$ cat src/rtl/imp_cal_pkg.sv
package imp_cal_pkg;

  typedef enum logic [1:0] {
    STEP_HOLD = 2'd0,
    STEP_UP   = 2'd1,
    STEP_DOWN = 2'd2
  } step_dir_t;

  // Above target => more legs (code up); below target => fewer legs.
  function automatic step_dir_t pick_step(input logic imp_high,
                                          input logic in_band);
    if (in_band)       return STEP_HOLD;
    else if (imp_high) return STEP_UP;
    else               return STEP_DOWN;
  endfunction

endpackage

$ cat src/rtl/cal_sync.sv
module cal_sync #(
  parameter int WIDTH  = 4,
  parameter int STAGES = 2
) (
  input  logic             clk,
  input  logic             rst_n,
  input  logic [WIDTH-1:0] async_in,
  output logic [WIDTH-1:0] sync_out
);

  logic [WIDTH-1:0] stage_q [STAGES];

  generate
    for (genvar s = 0; s < STAGES; s++) begin : g_stage
      always_ff @(posedge clk) begin
        if (!rst_n) begin
          stage_q[s] <= '0;
        end else if (s == 0) begin
          stage_q[s] <= async_in;
        end else begin
          stage_q[s] <= stage_q[(s == 0) ? 0 : s-1];
        end
      end
    end
  endgenerate

  assign sync_out = stage_q[STAGES-1];

endmodule

$ cat src/rtl/cal_timer.sv
module cal_timer #(
  parameter int PERIOD = 1024
) (
  input  logic clk,
  input  logic rst_n,
  input  logic en,
  output logic stb
);

  localparam int CNT_W = (PERIOD > 2) ? $clog2(PERIOD) : 1;
  localparam logic [CNT_W-1:0] LAST = CNT_W'(PERIOD - 1);

  logic [CNT_W-1:0] cnt_q;
  logic             stb_q;
  logic             at_last;

  assign at_last = (cnt_q == LAST);

  always_ff @(posedge clk) begin
    if (!rst_n) begin
      cnt_q <= '0;
      stb_q <= 1'b0;
    end else begin
      stb_q <= en && at_last;
      if (!en || at_last) cnt_q <= '0;
      else                cnt_q <= cnt_q + 1'b1;
    end
  end

  assign stb = stb_q;

  // strobe never lasts more than one cycle
  p_stb_single_r2: assert property (@(posedge clk) disable iff (!rst_n)
    stb_q |=> !stb_q);

  // disabled timer issues no strobe
  p_off_quiet_r9: assert property (@(posedge clk) disable iff (!rst_n)
    !en |=> !stb_q);

  // disabled timer returns to zero
  p_off_clear_r9: assert property (@(posedge clk) disable iff (!rst_n)
    !en |=> (cnt_q == '0));

endmodule

$ cat src/rtl/cal_code_step.sv
module cal_code_step
  import imp_cal_pkg::*;
#(
  parameter int CODE_W = 6
) (
  input  logic              clk,
  input  logic              rst_n,
  input  logic              upd,
  input  logic              imp_high,
  input  logic              in_band,
  output logic [CODE_W-1:0] code
);

  localparam logic [CODE_W-1:0] CODE_MAX = {CODE_W{1'b1}};
  localparam logic [CODE_W-1:0] CODE_MIN = '0;
  localparam logic [CODE_W-1:0] CODE_MID = CODE_MAX ^ (CODE_MAX >> 1);

  logic [CODE_W-1:0] code_q;
  logic [CODE_W-1:0] code_nxt;
  step_dir_t         dir;

  always_comb begin
    dir      = pick_step(imp_high, in_band);
    code_nxt = code_q;
    if (upd) begin
      unique case (dir)
        STEP_UP:   if (code_q != CODE_MAX) code_nxt = code_q + 1'b1;
        STEP_DOWN: if (code_q != CODE_MIN) code_nxt = code_q - 1'b1;
        default:   code_nxt = code_q;
      endcase
    end
  end

  always_ff @(posedge clk) begin
    if (!rst_n) code_q <= CODE_MID;
    else        code_q <= code_nxt;
  end

  assign code = code_q;

  // no evaluation, no movement
  p_hold_no_upd_r7: assert property (@(posedge clk) disable iff (!rst_n)
    !upd |=> $stable(code_q));

  // dead band freezes the code
  p_dead_band_r5: assert property (@(posedge clk) disable iff (!rst_n)
    (upd && in_band) |=> $stable(code_q));

  // single step upward
  p_up_one_r3: assert property (@(posedge clk) disable iff (!rst_n)
    (upd && imp_high && !in_band && code_q != CODE_MAX)
      |=> (code_q == $past(code_q) + 1'b1));

  // single step downward
  p_down_one_r4: assert property (@(posedge clk) disable iff (!rst_n)
    (upd && !imp_high && !in_band && code_q != CODE_MIN)
      |=> (code_q == $past(code_q) - 1'b1));

  // saturation at both ends
  p_sat_top_r6: assert property (@(posedge clk) disable iff (!rst_n)
    (upd && imp_high && !in_band && code_q == CODE_MAX) |=> (code_q == CODE_MAX));
  p_sat_bot_r6: assert property (@(posedge clk) disable iff (!rst_n)
    (upd && !imp_high && !in_band && code_q == CODE_MIN) |=> (code_q == CODE_MIN));

endmodule

$ cat src/rtl/imp_cal_stepper.sv
module imp_cal_stepper #(
  parameter int CODE_W      = 6,
  parameter int PERIOD      = 1024,
  parameter int SYNC_STAGES = 2
) (
  input  logic              clk,
  input  logic              rst_n,
  input  logic              cal_en,
  input  logic              drv_imp_high,
  input  logic              drv_in_band,
  input  logic              term_imp_high,
  input  logic              term_in_band,
  output logic [CODE_W-1:0] drv_code,
  output logic [CODE_W-1:0] term_code,
  output logic              eval_stb
);

  localparam int N_CH   = 2;          // 0: driver, 1: termination
  localparam int FLAG_W = 2 * N_CH;   // {in_band, imp_high} per channel

  logic [FLAG_W-1:0] flags_raw;
  logic [FLAG_W-1:0] flags_s;
  logic              stb;
  logic [CODE_W-1:0] code_arr [N_CH];

  assign flags_raw = {term_in_band, term_imp_high, drv_in_band, drv_imp_high};

  cal_sync #(
    .WIDTH  (FLAG_W),
    .STAGES (SYNC_STAGES)
  ) u_sync (
    .clk      (clk),
    .rst_n    (rst_n),
    .async_in (flags_raw),
    .sync_out (flags_s)
  );

  cal_timer #(
    .PERIOD (PERIOD)
  ) u_timer (
    .clk   (clk),
    .rst_n (rst_n),
    .en    (cal_en),
    .stb   (stb)
  );

  generate
    for (genvar c = 0; c < N_CH; c++) begin : g_ch
      cal_code_step #(
        .CODE_W (CODE_W)
      ) u_step (
        .clk      (clk),
        .rst_n    (rst_n),
        .upd      (stb),
        .imp_high (flags_s[2*c]),
        .in_band  (flags_s[2*c+1]),
        .code     (code_arr[c])
      );
    end
  endgenerate

  assign drv_code  = code_arr[0];
  assign term_code = code_arr[1];
  assign eval_stb  = stb;

  // both codes only ever move on the shared evaluation edge
  p_shared_edge_r8: assert property (@(posedge clk) disable iff (!rst_n)
    (drv_code != $past(drv_code) || term_code != $past(term_code)) |-> $past(stb));

endmodule

$ cat config.mk
export PLATFORM = sky130hd
export DESIGN_NAME = imp_cal_stepper
export DESIGN_NICKNAME = d
export VERILOG_FILES = /design/src/rtl/imp_cal_pkg.sv /design/src/rtl/cal_sync.sv /design/src/rtl/cal_timer.sv /design/src/rtl/cal_code_step.sv /design/src/rtl/imp_cal_stepper.sv
export SDC_FILE = /design/constraint.sdc
export NUM_CORES = 1
export LEC_CHECK = 0
export ABC_CLOCK_PERIOD_IN_PS = 6250
export BUFFER_PORTS_ARGS = -buffer_cell sky130_fd_sc_hd__buf_2
export CAP_MARGIN = 20
export CORE_MARGIN = 4
export CORE_UTILIZATION = 35
export DETAILED_ROUTE_END_ITERATION = 12
export PLACE_DENSITY = 0.56
export SLEW_MARGIN = 15
export SYNTH_ARGS = -nofsm -noshare
export SYNTH_HDL_FRONTEND = slang
export SYNTH_SLANG_ARGS = --single-unit
export TNS_END_PERCENT = 10
$ cat constraint.sdc
create_clock -name clk -period 6.25 [get_ports clk]
set_clock_uncertainty 0.15 [all_clocks]
set_input_delay 0.625 -clock clk [delete_from_list [all_inputs] [get_ports clk]]
set_output_delay 0.625 -clock clk [all_outputs]
set_load 0.01 [all_outputs]
## After elaboration in Yosys (flattened, before gate mapping)

Memory sizes are Yosys's and may differ from the RTL's.
Cells that the tools add are included.

| storage, ports and cells | value |
|---|---|
| flip-flop bits (word level) | 23 |
| RAM bits | 8 |
| output and inout bits | 13 |
| word-level logic and storage cells | 48 |
| memories kept | 1 |

Memories:

| name | depth | width | read ports | clocked after Yosys merged registers in | write ports | RTL line | source |
|---|---|---|---|---|---|---|---|
| u_sync.stage_q | 2 | 4 | 2 | 0 | 2 | cal_sync.sv:11 | `logic [WIDTH-1:0] stage_q [STAGES];` |

| cells by class | value |
|---|---|
| $add $sub $neg | 5 |
| eq/ne operators | 11 |
| muxes and demuxes | 14 |
| bitwise gates (word level) | 3 |
| reductions and logical operators | 10 |

Operators with widths:

| operator | number |
|---|---|
| $mux W6 | 4 |
| $pmux W6 S2 | 2 |
| $add A6 B1 Y6 const B | 2 |
| $ne A6 B6 Y1 const B | 2 |
| $reduce_bool A6 Y1 | 2 |
| $sub A6 B1 Y6 const B | 2 |
| $add A10 B1 Y10 const B | 1 |
| $eq A10 B10 Y1 const B | 1 |
| $mux W2 | 4 |
| $mux W4 | 2 |
| $ne A2 B1 Y1 const B | 4 |
| $reduce_and A4 Y1 | 2 |
| $eq A2 B1 Y1 const B | 2 |
| $eq A2 B2 Y1 const B | 2 |
| $reduce_bool A2 Y1 | 2 |
| $mux W1 | 2 |
| $or A1 B1 Y1 | 2 |
| $reduce_or A2 Y1 | 1 |
| $logic_and A1 B1 Y1 | 1 |
| $logic_not A1 Y1 | 1 |
| $logic_or A1 B1 Y1 | 1 |
| $not A1 Y1 | 1 |

## Depth between registers and ports, before layout

| depth | value |
|---|---|
| depth in word-level cells | 5 |
| mapped depth | 8 |
| gate-level depth less buffers | 7 |

## By module

A second synthesis with hierarchy kept.

| unflattened totals | value |
|---|---|
| cells, all modules | 173 |
| area total of the unflattened synthesis | 1,632.8 um^2 |

Modules (own cells, without submodules):

| module | times used | cells each | area an instance (um^2) | seq. area each (um^2) |
|---|---|---|---|---|
| cal_code_step | 2 | 53 | 476.7 | 120.1 |
| cal_timer | 1 | 51 | 469.2 | 220.2 |
| cal_sync | 1 | 16 | 210.2 | 160.2 |

## Worst setup path after synthesis

OpenSTA, ideal clock, no wires.

| timing path | value |
|---|---|
| kind | reg2reg |
| start | memory u_sync.stage_q[1][3] |
| end | register g_ch[1].u_step.code_q[4] |
| arrival time | 1.920 ns |
| setup slack | 4.108 ns |
| stages on the path, launching flop included | 9 |
| cells stage by stage | dfxtp_1 -> or2_1 -> buf_6 -> xnor2_1 -> ha_1 -> nor4_1 -> nand2_1 -> a2111oi_0 -> mux2i_1 |

RTL lines:

| item | RTL line | source |
|---|---|---|
| from (decl) | cal_sync.sv:11 |  |
| to (signal assigned) | cal_code_step.sv:36 | `else code_q <= code_nxt;` |
| to (decl) | cal_code_step.sv:18 | `logic [CODE_W-1:0] code_q;` |

==> results.json <==
{
  "status": "completed",
  "rsz0062_at_grt": "no",
  "hpwl_mm": 2.20,
  "yosysMostFrequentCell": "dfxtp_1",
  "worst_slew_pin_slew_ps": 590,
  "synth_area_leader_cell": "dfxtp_1",
  "fin_crit_sh_pct": 36.1,
  "final_max_slew_viol_count": 0,
  "syn_avg_cell_area_um2": 9.09,
  "worstHoldPathType": "reg2reg",
  "syn_area_um2": 1520,
  "die_area_um2": 5450,
  "ys_seq_elements": 31,
  "fmax_mhz": 443,
  "fp.dieH_um": 73.9,
  "clk_latency_ps": 280,
  "drt.antenna.violating_nets": 0,
  "cts_tree": "yes",
  "syn-num-nets": 177,
  "numCtsBuffers": 5,
  "h-tree-depth": 2,
  "finalWeightedCongestion": 0.773,
  "critPathBufInv": 0,
  "cts-root-buf": "clkbuf_8",
  "first_iter_violations": 54,
  "drc": 0,
  "drive_above_1_share_pct": 17.8,
  "coreArea_um2": 4090,
  "grt_use_met2_pct": 19.3,
  "path_delay_family": "simple AND/OR/NAND/NOR gates",
  "clkTransAtPathRegs_ps": 60,
  "netlist_top_cells_count": "31 x dfxtp_1, 16 x nor2_1, 14 x nand2_1, 10 x nand2b_1, 9 x and2_1",
  "finalWirelength_mm": 3.03,
  "placementRows": 23,
  "place_worst_setup_slack_ps": 3990,
  "startpoint_type": "register",
  "crit_chain": "or2_1 > xnor2_1 > ha_1 > nor4_1 > nand2_1 > a2111oi_0 > mux2i_1",
  "fin_total_pwr_w": 0.000449,
  "powerDensity_nw_per_um2": 254,
  "worstSetupEndpointType": "register",
  "clockBufferDepth": 2,
  "ys_warn_count": 0,
  "synthCells": 167,
  "layout_setup_ws_ps": 3990,
  "synthDistinctLibCells": 38,
  "cts_hold_buffers": 0,
  "grt-busiest-layer": "met2",
  "antenna_cells": 0,
  "leakagePower_nw": 0.683,
  "drtPass1Iterations": 4,
  "synth_edf_count": 0,
  "cts_setup_buffers": 0,
  "max_stage_delay_ps": 470,
  "vias": 1248,
  "cts-resized-gates": 0,
  "start_util_pct": 37.1,
  "setup_tns_ps": 0,
  "cap_violations": 0,
  "grt_pass1_wl_mm": 5.24,
  "area_growth_syn_to_layout_pct": 16.2,
  "netlist.area_leader.share_pct": 40.9,
  "synth_ff_type": "dfxtp_1",
  "setup_viol": 0,
  "antenna_found_initial": 0,
  "synth_seq_area_share_pct": 40.9,
  "fp.dieW_um": 73.9,
  "overflow": 0,
  "use_met3_pct": 3.83,
  "ys_async_sr_fraction_pct": 0,
  "worstPathArrival_ps": 2320,
  "port-buffer-count": 19,
  "peakVddDrop_uv": 141,
  "cts.sinks": 31,
  "cp_max_fo": 5,
  "max_slew_margin_pct": 60.4,
  "wl_per_cell_um": 12.9,
  "ios": 20,
  "routed_via_density": 5.31,
  "grt_util_met1_pct": 14.9,
  "grt_use_total_pct": 12.5,
  "grt_max_degree": 27,
  "yosys-top-cells-area": "dfxtp_1 41%, nand2b_1 4.1%, mux2i_1 4.0%",
  "cp.required_ps": 6310,
  "hold_viol": 0,
  "crit_type": "reg2reg",
  "nets": 194,
  "critPathSlowestCell": "a2111oi_0",
  "grt_pass1_vias": 1215,
  "layout_min_cycle_time_ps": 2260
}
## report_power, final
group	internal (W)	switching, W
Sequential	0.000201	0.00000165
Combinational	0.00000733	0.00000939
Clock	0.000159	0.0000705
## per-layer routing
metal  up-vias  part of all wire (%)
met5         -                     0
met4         0                   1.4
met3         4                   5.6
met2        33                    46
met1       582                    47
li1        629                     -
## cells by family after synthesis
family / after synthesis / share of synthesized area [%]
flops: 31 / 40.9
buf+inv: 11 / 3.38
mux: 8 / 5.44
simple gates: 86 / 31.6
fa+ha+maj: 3 / 2.47
xor+xnor: 9 / 5.19
compound gates: 19 / 11.0
## layout by cell type, fill, tap and decap left out, types with 5 or more instances in the layout
cell type,n
dfxtp_1,31
buf_2,19
nor2_1,16
nand2_1,14
nand2b_1,10
and2_1,9
a21oi_1,7
mux2i_1,6
nand3_1,6
and3_1,5
nor4_1,5
xor2_1,5
clkbuf_8,5
## path summary, 6_finish.rpt
path                                            from                endpoint  slack (ps)  cells past startpoint
worst min-delay path            u_sync.stage_q[0][2]    u_sync.stage_q[1][2]         280                      1
worst max-delay path            u_sync.stage_q[1][2]  g_ch[1].u_step.code[4]        3990                      7
worst max register to register  u_sync.stage_q[1][2]  g_ch[1].u_step.code[4]        3990                      7
worst min register to register  u_sync.stage_q[0][2]    u_sync.stage_q[1][2]         280                      1
## final cells by class
type                    count  area (um2)
flip-flops and latches     31         621
inverters                   2        7.51
fillers                   414        2320
clock buffers               6        72.6
well taps                  50        62.6
multi-input cells         125         846
repair buffers             19        95.1
clock inverters             2        60.1
## metrics by stage
| step | cell area [um2] | utilization, % | hold WS (ps) | std cells |
|---|---|---|---|---|
| final | 1760 | 43.2 | 283 | 235 |
| after detailed placement | 1630 | 39.9 | 274 | 227 |
| after CTS | 1760 | 43.2 | 289 | 235 |
| after floorplan | 1520 | - | 262 | 167 |
| after global placement | 1630 | 39.9 | 271 | 227 |
| after global routing | 1760 | 43.2 | 309 | 235 |
## sequential cells by signal, summed over array words and instances, names as in the netlist
name and flops:
g_ch.u_step.code 12, u_timer.cnt_q 10, u_sync.stage_q 8, u_timer.stb 1
Note: power is estimated with default switching activity, not from simulation.
